**config.mk**
```make
export PLATFORM = sky130hd
export DESIGN_NAME = slot_addr_decoder
export DESIGN_NICKNAME = d
export VERILOG_FILES = /design/src/rtl/sad_pkg.sv /design/src/rtl/sad_ctrl_reg.sv /design/src/rtl/sad_slot_cmp.sv /design/src/rtl/sad_capture_chk.sv /design/src/rtl/slot_addr_decoder.sv
export SDC_FILE = /design/constraint.sdc
export NUM_CORES = 1
export LEC_CHECK = 0
export BUFFER_PORTS_ARGS = -buffer_cell sky130_fd_sc_hd__buf_2
export CORE_ASPECT_RATIO = 1.1
export CORE_MARGIN = 5
export CORE_UTILIZATION = 29
export DETAILED_ROUTE_END_ITERATION = 8
export PLACE_DENSITY = 0.85
export SLEW_MARGIN = 0
export SYNTH_ARGS = -nofsm -noshare
export SYNTH_HDL_FRONTEND = slang
export SYNTH_SLANG_ARGS = --single-unit
```
**constraint.sdc**
```tcl
create_clock -name clk -period 2.1 [get_ports clk]
set_input_delay 0 -clock clk [delete_from_list [all_inputs] [get_ports clk]]
set_output_delay 0 -clock clk [all_outputs]
set_load 0.02 [all_outputs]
```
**src/rtl/sad_pkg.sv**
```systemverilog
package sad_pkg;
  localparam int ADDR_W  = 32;
  localparam int SLOT_W  = 4;
  localparam int CTL_W   = 32;

  localparam int PAIR_BIT  = 28;
  localparam int SFWD_BIT  = 27;
  localparam int RMCOL_BIT = 26;

  localparam logic [CTL_W-1:0] CTL_MASK  =
    (CTL_W'(1) << PAIR_BIT) | (CTL_W'(1) << SFWD_BIT) | (CTL_W'(1) << RMCOL_BIT);
  localparam logic [CTL_W-1:0] CTL_RESET = CTL_W'(1) << SFWD_BIT;

  localparam logic [SLOT_W-1:0] SLOT_TOP = '1;

  localparam logic [15:0] CAP_SLOT_SET = 16'h0054;
  localparam logic [15:0] CAP_PAGE     = 16'h200C;
  localparam logic [3:0]  CAP_SEG      = 4'h1;

  typedef struct packed {
    logic board;
    logic slot;
    logic capt;
  } dec_t;
endpackage

```
**src/rtl/sad_ctrl_reg.sv**
```systemverilog
module sad_ctrl_reg
  import sad_pkg::*;
(
  input  logic             clk,
  input  logic             rst_n,
  input  logic             wr_en,
  input  logic [CTL_W-1:0] wr_data,
  output logic [CTL_W-1:0] ctl_q,
  output logic             pair_en
);
  always_ff @(posedge clk or negedge rst_n) begin
    if (!rst_n) ctl_q <= CTL_RESET;
    else if (wr_en) ctl_q <= wr_data & CTL_MASK;
  end

  assign pair_en = ctl_q[PAIR_BIT];

  AST_CTL_WRITE: assert property (@(posedge clk) disable iff (!rst_n)
    wr_en |=> (ctl_q == ($past(wr_data) & CTL_MASK)));
  AST_CTL_HOLD: assert property (@(posedge clk) disable iff (!rst_n)
    !wr_en |=> $stable(ctl_q));
endmodule

```
**src/rtl/sad_slot_cmp.sv**
```systemverilog
module sad_slot_cmp
  import sad_pkg::*;
(
  input  logic [SLOT_W-1:0] field,
  input  logic [SLOT_W-1:0] slot_id,
  input  logic              pair_en,
  output logic              match
);
  logic legal;
  logic upper_eq;
  logic low_eq;

  always_comb begin
    legal    = (field != SLOT_TOP) && (slot_id != SLOT_TOP);
    upper_eq = (field[SLOT_W-1:1] == slot_id[SLOT_W-1:1]);
    low_eq   = (field[0] == slot_id[0]);
    match    = legal && upper_eq && (pair_en || low_eq);
  end
endmodule

```
**src/rtl/sad_capture_chk.sv**
```systemverilog
module sad_capture_chk
  import sad_pkg::*;
(
  input  logic [ADDR_W-1:0] addr,
  input  logic              chk_en,
  output logic              in_capture
);
  logic [15:0] slot_sel;
  logic        page_hit;
  logic        seg_hit;

  for (genvar g = 0; g < 16; g++) begin : g_slot
    assign slot_sel[g] = CAP_SLOT_SET[g] && (addr[ADDR_W-1 -: SLOT_W] == SLOT_W'(g));
  end

  always_comb begin
    page_hit   = (addr[ADDR_W-SLOT_W-1 -: 16] == CAP_PAGE);
    seg_hit    = (addr[ADDR_W-SLOT_W-1 -: SLOT_W] == CAP_SEG);
    in_capture = chk_en && (|slot_sel) && (page_hit || seg_hit);
  end
endmodule

```
**src/rtl/slot_addr_decoder.sv**
```systemverilog
module slot_addr_decoder
  import sad_pkg::*;
(
  input  logic              clk,
  input  logic              rst_n,
  input  logic [ADDR_W-1:0] bus_addr,
  input  logic              bus_strobe,
  input  logic [SLOT_W-1:0] slot_id,
  input  logic              cap_chk_en,
  input  logic              ctl_wr_en,
  input  logic [CTL_W-1:0]  ctl_wr_data,
  output logic [CTL_W-1:0]  ctl_rd_data,
  output logic              board_hit,
  output logic              slot_hit,
  output logic              captured
);
  logic              pair_en;
  logic              board_match;
  logic              slot_match;
  logic              in_capture;
  logic [SLOT_W-1:0] top_nib;
  logic [SLOT_W-1:0] sub_nib;
  dec_t              dec_d;
  dec_t              dec_q;

  assign top_nib = bus_addr[ADDR_W-1 -: SLOT_W];
  assign sub_nib = bus_addr[ADDR_W-SLOT_W-1 -: SLOT_W];

  sad_ctrl_reg u_ctrl (
    .clk     (clk),
    .rst_n   (rst_n),
    .wr_en   (ctl_wr_en),
    .wr_data (ctl_wr_data),
    .ctl_q   (ctl_rd_data),
    .pair_en (pair_en)
  );

  sad_slot_cmp u_board_cmp (
    .field   (top_nib),
    .slot_id (slot_id),
    .pair_en (pair_en),
    .match   (board_match)
  );

  sad_slot_cmp u_slot_cmp (
    .field   (sub_nib),
    .slot_id (slot_id),
    .pair_en (pair_en),
    .match   (slot_match)
  );

  sad_capture_chk u_capt (
    .addr       (bus_addr),
    .chk_en     (cap_chk_en),
    .in_capture (in_capture)
  );

  always_comb begin
    dec_d.capt  = bus_strobe && in_capture;
    dec_d.board = bus_strobe && board_match && !in_capture;
    dec_d.slot  = bus_strobe && (top_nib == SLOT_TOP) && slot_match;
  end

  always_ff @(posedge clk or negedge rst_n) begin
    if (!rst_n) dec_q <= '0;
    else        dec_q <= dec_d;
  end

  assign board_hit = dec_q.board;
  assign slot_hit  = dec_q.slot;
  assign captured  = dec_q.capt;

  AST_QUIET_NO_STROBE: assert property (@(posedge clk) disable iff (!rst_n)
    !bus_strobe |=> !(board_hit || slot_hit || captured));
  AST_WINDOWS_EXCL: assert property (@(posedge clk) disable iff (!rst_n)
    !(board_hit && slot_hit));
  AST_BOARD_NOT_TOP: assert property (@(posedge clk) disable iff (!rst_n)
    (bus_strobe && top_nib == SLOT_TOP) |=> !board_hit);
  AST_EXACT_MISS: assert property (@(posedge clk) disable iff (!rst_n)
    (bus_strobe && !pair_en && top_nib != slot_id) |=> !board_hit);
  AST_CAPT_OFF: assert property (@(posedge clk) disable iff (!rst_n)
    !cap_chk_en |=> !captured);
  AST_CAPT_BLOCKS: assert property (@(posedge clk) disable iff (!rst_n)
    captured |-> !board_hit);
endmodule

```
==> results of run 1 <==
==> where the power goes <==
part | switching, W | internal [W] | total [W]
combinational | 0.0000914 | 0.0000504 | 0.000142
sequential | 0.00000410 | 0.000124 | 0.000128
clock | 0.0000416 | 0.0000720 | 0.000114
total | 0.000137 | 0.000246 | 0.000383
==> critical path, cell delays in order <==
cell,delay [ns]
dlygate4sd3_1,0.55
buf_2,0.11
inv_1,0.03
a41oi_1,0.20
o21ai_0,0.12
nor3_1,0.23
==> Yosys cell counts, drive strengths merged <==
cell / number
o2111ai: 2
nand4: 1
inv: 2
xnor2: 4
and4bb: 1
mux2: 3
dfrtp: 5
nor3: 4
nor4b: 1
nand3: 4
nor2: 1
o21ai: 1
nor4: 1
o21a: 1
dfstp: 1
buf: 30
a21oi: 2
conb: 1
a41oi: 1
xor2: 2
and2: 1
nand2: 1
nand2b: 1
==> layout make-up <==
cell class                 count  area, sq um  share of cell area (%)
tap                           28         35.0                    4.31
sequential                     6          151                    18.6
clock buffer                   4         26.3                    3.24
multi-input combinational     61          357                    43.9
inverter                       2         7.51                   0.924
timing repair buffer          42          235                    29.0
==> routing by layer <==
metal  global-route usage, %  up-vias
li1                        -      273
met1                    9.98      259
met2                    16.4       52
met3                    1.76        0
met4                    5.34        0
met5                       0        -
==> placed cells by master (no fill, tap or decap), drive strengths merged <==
master       instances
inv                  2
nor3                 4
a21oi                2
o2111ai              2
nand3                4
nor2                 1
o21a                 1
clkbuf               4
mux2                 3
nand4                1
xnor2                4
conb                29
nor4b                1
xor2                 2
dfstp                1
o21ai                1
dlygate4sd3          5
nor4                 1
nand2b               1
nand2                1
dfrtp                5
and2                 1
a41oi                1
buf                 37
and4bb               1
==> logic make-up after synthesis <==
group                     Yosys count  synth area share, %
muxes                               3                 5.31
xor gates and xnor gates            6                 8.27
other                               1                0.590
and+or+nand+nor                    16                 17.1
AOI/OAI and AO/OA                   7                 8.27
DFF                                 6                 23.8
buffers and inverters              32                 36.6
==> flip-flops by register name (all words and copies together) (netlist names) <==
name / flops
board_hit: 1
u_ctrl.ctl_q: 3
slot_hit: 1
captured: 1
==> stage by stage <==
| stage | total power, W | hold WS, ns | area (sq um) |
|---|---|---|---|
| after floorplan | 0.000255 | -0.296 | 741 |
| after detailed placement | 0.000262 | -0.176 | 736 |
| after global routing | 0.000410 | 0.0377 | 812 |
| final | 0.000383 | 0.0444 | 812 |
| after CTS | 0.000390 | 0.0296 | 812 |
| after global placement | 0.000260 | -0.178 | 736 |
==> how the worst min path moves through the flow <==
stage | start | to | slack [ns] | depth (start not counted)
floorplan | rst_n | board_hit$_DFF_PN0_ | -0.30 | 0
global placement | rst_n | u_ctrl.ctl_q[28]$_DFFE_PN0P_ | -0.18 | 1
detailed placement | rst_n | slot_hit$_DFF_PN0_ | -0.18 | 1
CTS | ctl_wr_en | u_ctrl.ctl_q[26]$_DFFE_PN0P_ | 0.03 | 2
global route | ctl_wr_en | u_ctrl.ctl_q[26]$_DFFE_PN0P_ | 0.04 | 2
finish | ctl_wr_en | u_ctrl.ctl_q[26]$_DFFE_PN0P_ | 0.04 | 2
==> flow_summary.yaml, run 1 <==
grt:
  grt_pass1_vias: 603
  grt_max_degree: 7
  antenna_found_initial: 0
  grt_usage_pct: 9.32
  grt_pass1_wl_um: 2180
  overflow: 0
synthesis:
  ys_top_cells_by_area: "buf_4, dfrtp_1, xnor2_1, mux2_2, dfstp_2"
  synth.top_cell.area_share_pct: 35.4
  seq_area_frac_synth_pct: 23.8
  synth_seq_cells: 6
  synth_area_per_cell_sq_um: 8.95
  netlist-cell-type-count: 24
  synth_area_sq_um: 636
  yosysWarningCount: 0
  syn_inst: 71
  synth_top_area_cell: "buf_4"
critical_path:
  cp.arrival_ns: 1.24
  crit_required_ns: 2.25
  r2r_cells: 2
  reg2reg_from: "u_ctrl.ctl_q[28]$_DFFE_PN0P_"
  worstSetupStartpoint: "bus_strobe"
  cp-endpoint: "slot_hit$_DFF_PN0_"
  crit_path_end_kind: "flip-flop"
  cp_max_fo: 2
  critPathKind: "primary input to flip-flop"
  ff2ff_setup_slack_ns: 1.28
  start_kind: "primary input"
  reg2reg_to: "slot_hit$_DFF_PN0_"
sta:
  setup_ws_ns: 1.01
  setup_violations: 0
  finalHoldViolCount: 0
  post-route-period-util_pct: 52.0
  final_max_slew_viol_count: 0
  period_needed_ns: 1.09
  clock-skew-final_ns: 0.00602
  max_freq_mhz: 915
  rsz0062_at_grt: "false"
  setup_tns_ns: 0
clocking:
  cts.sink_count: 6
  htree_levels: 1
  cts_buffers: 3
  clockBufferDepth: 2
  path_clk_slew_ns: 0.05
  cts-root-buf: "clkbuf_4"
  insertion_delay_ns: 0.24
  post_cts_buffers: 0
  holdBufCountCts: 5
  cts_resized: 0
  cts_tree: "yes"
route:
  top_layer_used: "met3"
  first_pass_iters: 4
  wl_met2_um: 815
  post_drt_wl_per_cell_um: 11.5
  vias: 584
  wl_met3_um: 260
  drc: 0
  routed_wl_um: 1640
  viasPerCell: 4.08
  drtIter0Drc: 7
  drt-met1-wl_um: 565
  antenna_left: 0
die:
  pin_count: 108
  core-area_sq_um: 2040
  rows: 17
  dieArea_sq_um: 3230
  die_width_um: 54.6
  fp.dieH_um: 59.1
  initial_utilization_pct: 31.1
final_layout:
  drive_above_1_share_pct: 42.6
  instances_no_fill: 143
  area_delta_synth_final_pct: 27.8
  insertedDiodeCount: 0
  fillCellCount: 215
  post-route-util_pct: 39.8
  final_nets: 189
job:
  maxCapViolations: 0
status:
  status: "completed"
min_path:
  hp-class: "primary input to flip-flop"
place:
  dp_slack_ns: 1.19
  dp_cells: 134
  port-buffer-count: 37
  gp_congestion: 0.815
  dp_hpwl_um: 1400
power:
  leakagePower_nw: 0.427
  peakVddDrop_uv: 157
  powerDensity_nw_per_um2: 472
No activity file was read; power rests on OpenSTA's default activity.
==> run 2: changes to the inputs <==
- ABC_AREA: unset -> 1
- PLACE_DENSITY: 0.85 -> 0.8
- clock period: 2.1 -> 1.11 ns (I/O delays scaled with it)
==> flow_summary.yaml, run 2 <==
critical_path:
  crit_required_ns: 1.11
  crit_path_end_kind: "output pin"
  ff2ff_setup_slack_ns: 0.24
  crit_chain: "buf_2"
  critical_path_buf_inv_count: 1
  cp.arrival_ns: 0.91
  reg2reg_from: "u_ctrl.ctl_q[28]$_DFFE_PN0P_"
  cp_max_fo: 2
  reg2reg_to: "slot_hit$_DFF_PN0_"
  critical-path-top-delay-family: "flip-flops"
  r2r_cells: 4
  cp-endpoint: "ctl_rd_data[27]"
  worstSetupStartpoint: "u_ctrl.ctl_q[27]$_DFFE_PN1P_"
  start_kind: "flip-flop"
  critPathKind: "flip-flop to output pin"
  cpMaxStageDelayCell: "dfstp_2"
  cpPeakStageDelay_ns: 0.52
  cp.depth: 1
sta:
  setup_tns_ns: 0
  clock-skew-final_ns: 0.00871
  rsz0062_at_grt: "false"
  finalHoldViolCount: 0
  max_freq_mhz: 1100
  hold_slack_ns: 0.0216
  setup_violations: 0
  post-route-period-util_pct: 82.1
  setup_ws_ns: 0.198
  period_needed_ns: 0.912
  final_max_slew_viol_count: 0
final_layout:
  layout_common_cells: "buf_2, conb_1, nand2_1"
  final_common_cell: "buf_2"
  area_delta_synth_final_pct: 23.7
  largest_reg_flops: 3
  drive_above_1_share_pct: 30.9
  insertedDiodeCount: 0
  final_area_sq_um: 882
  top_register: "u_ctrl.ctl_q"
  final_nets: 226
clocking:
  post_cts_buffers: 0
  clockBufferDepth: 2
  cts.sink_count: 6
  holdBufCountCts: 4
  cts_resized: 0
  cts_tree: "yes"
  insertion_delay_ns: 0.24
  path_clk_slew_ns: 0.05
  cts_buffers: 3
  htree_levels: 1
  cts-root-buf: "clkbuf_4"
route:
  antenna_left: 0
  drc: 0
  drtIter0Drc: 21
  first_pass_iters: 4
  viasPerCell: 3.69
  vias: 672
  post_drt_wl_per_cell_um: 8.74
  routed_wl_um: 1590
grt:
  grt_max_degree: 7
  grt_usage_pct: 9.05
  antenna_found_initial: 0
  grt_pass1_vias: 620
  grt_pass1_wl_um: 2490
  overflow: 0
synthesis:
  synth_area_per_cell_sq_um: 6.54
  synth-async-reset-ratio_pct: 100
  synth.top_cell.area_share_pct: 31.6
  synth_area_sq_um: 713
  yosysWarningCount: 0
  synth-edff-count: 0
  ys_top_cells_by_area: "buf_4, dfrtp_1, nand2_1, inv_1, nor2_1"
  synth_top_area_cell: "buf_4"
  seq_area_frac_synth_pct: 21.2
  yosysMostFrequentCell: "buf_4"
  syn_inst: 109
  synth_seq_cells: 6
  synth_ff_type: "dfrtp_1"
  netlist-cell-type-count: 19
  synth_common_cells: "buf_4, nand2_1, inv_1, nor2_1"
job:
  maxCapViolations: 0
power:
  peakVddDrop_uv: 464
  leakagePower_nw: 0.554
  powerDensity_nw_per_um2: 833
place:
  gp_congestion: 0.811
  dp_hpwl_um: 1390
  dp_slack_ns: 0.252
  placed_cell_area_sq_um: 816
  port-buffer-count: 37
die:
  rows: 18
  pin_count: 108
  fp.dieH_um: 62.0
  initial_utilization_pct: 31.0
  die_width_um: 57.3
  core-area_sq_um: 2300
  dieArea_sq_um: 3550
status:
  status: "completed"
min_path:
  hold_start: "bus_strobe"
  hp-class: "primary input to flip-flop"
-- run 2: metrics by stage --
step | utilization (%) | power, W | std cells
CTS | 38.4 | 0.000748 | 182
global placement | 35.5 | 0.000509 | 174
floorplan | - | 0.000501 | 137
global route | 38.4 | 0.000805 | 182
finish | 38.4 | 0.000735 | 182
detailed placement | 35.5 | 0.000512 | 174
-- run 2: routing by layer --
metal,GRT usage [%],share of wire (%),vias up
li1,-,-,359
met1,9.54,35,270
met2,16.3,49,41
met3,2.89,15,2
met4,4.97,0.88,0
met5,0,0,-
-- run 2: worst min path at each step --
| stage | end | depth (start not counted) |
|---|---|---|
| floorplan | board_hit$_DFF_PN0_ | 0 |
| global placement | u_ctrl.ctl_q[28]$_DFFE_PN0P_ | 1 |
| detailed placement | u_ctrl.ctl_q[28]$_DFFE_PN0P_ | 1 |
| CTS | captured$_DFF_PN0_ | 3 |
| global route | captured$_DFF_PN0_ | 3 |
| finish | captured$_DFF_PN0_ | 3 |
-- run 2: final cells by class --
cell class | instances | area [sq um]
sequential | 6 | 151
tap | 30 | 37.5
timing repair buffer | 41 | 225
multi-input combinational | 85 | 382
inverter | 16 | 60.1
fill | 259 | 1420
clock buffer | 4 | 26.3
-- run 2: report_power, final --
group,switching [W],internal (W),total [W]
registers,0.00000725,0.000235,0.000242
clock network,0.0000767,0.000136,0.000213
logic,0.000185,0.0000957,0.000281
total,0.000269,0.000466,0.000735
-- run 2: logic make-up (layout without fill, tap and decap cells) --
| group | Yosys count | after routing | share of synthesized area, % |
|---|---|---|---|
| other cells | 1 | 29 | 0.526 |
| simple gates | 44 | 44 | 26.3 |
| xor+xnor | 1 | 1 | 1.23 |
| mux | 3 | 3 | 4.74 |
| flops | 6 | 6 | 21.2 |
| compound gates | 8 | 8 | 5.96 |
| buf+inv | 46 | 61 | 40.0 |
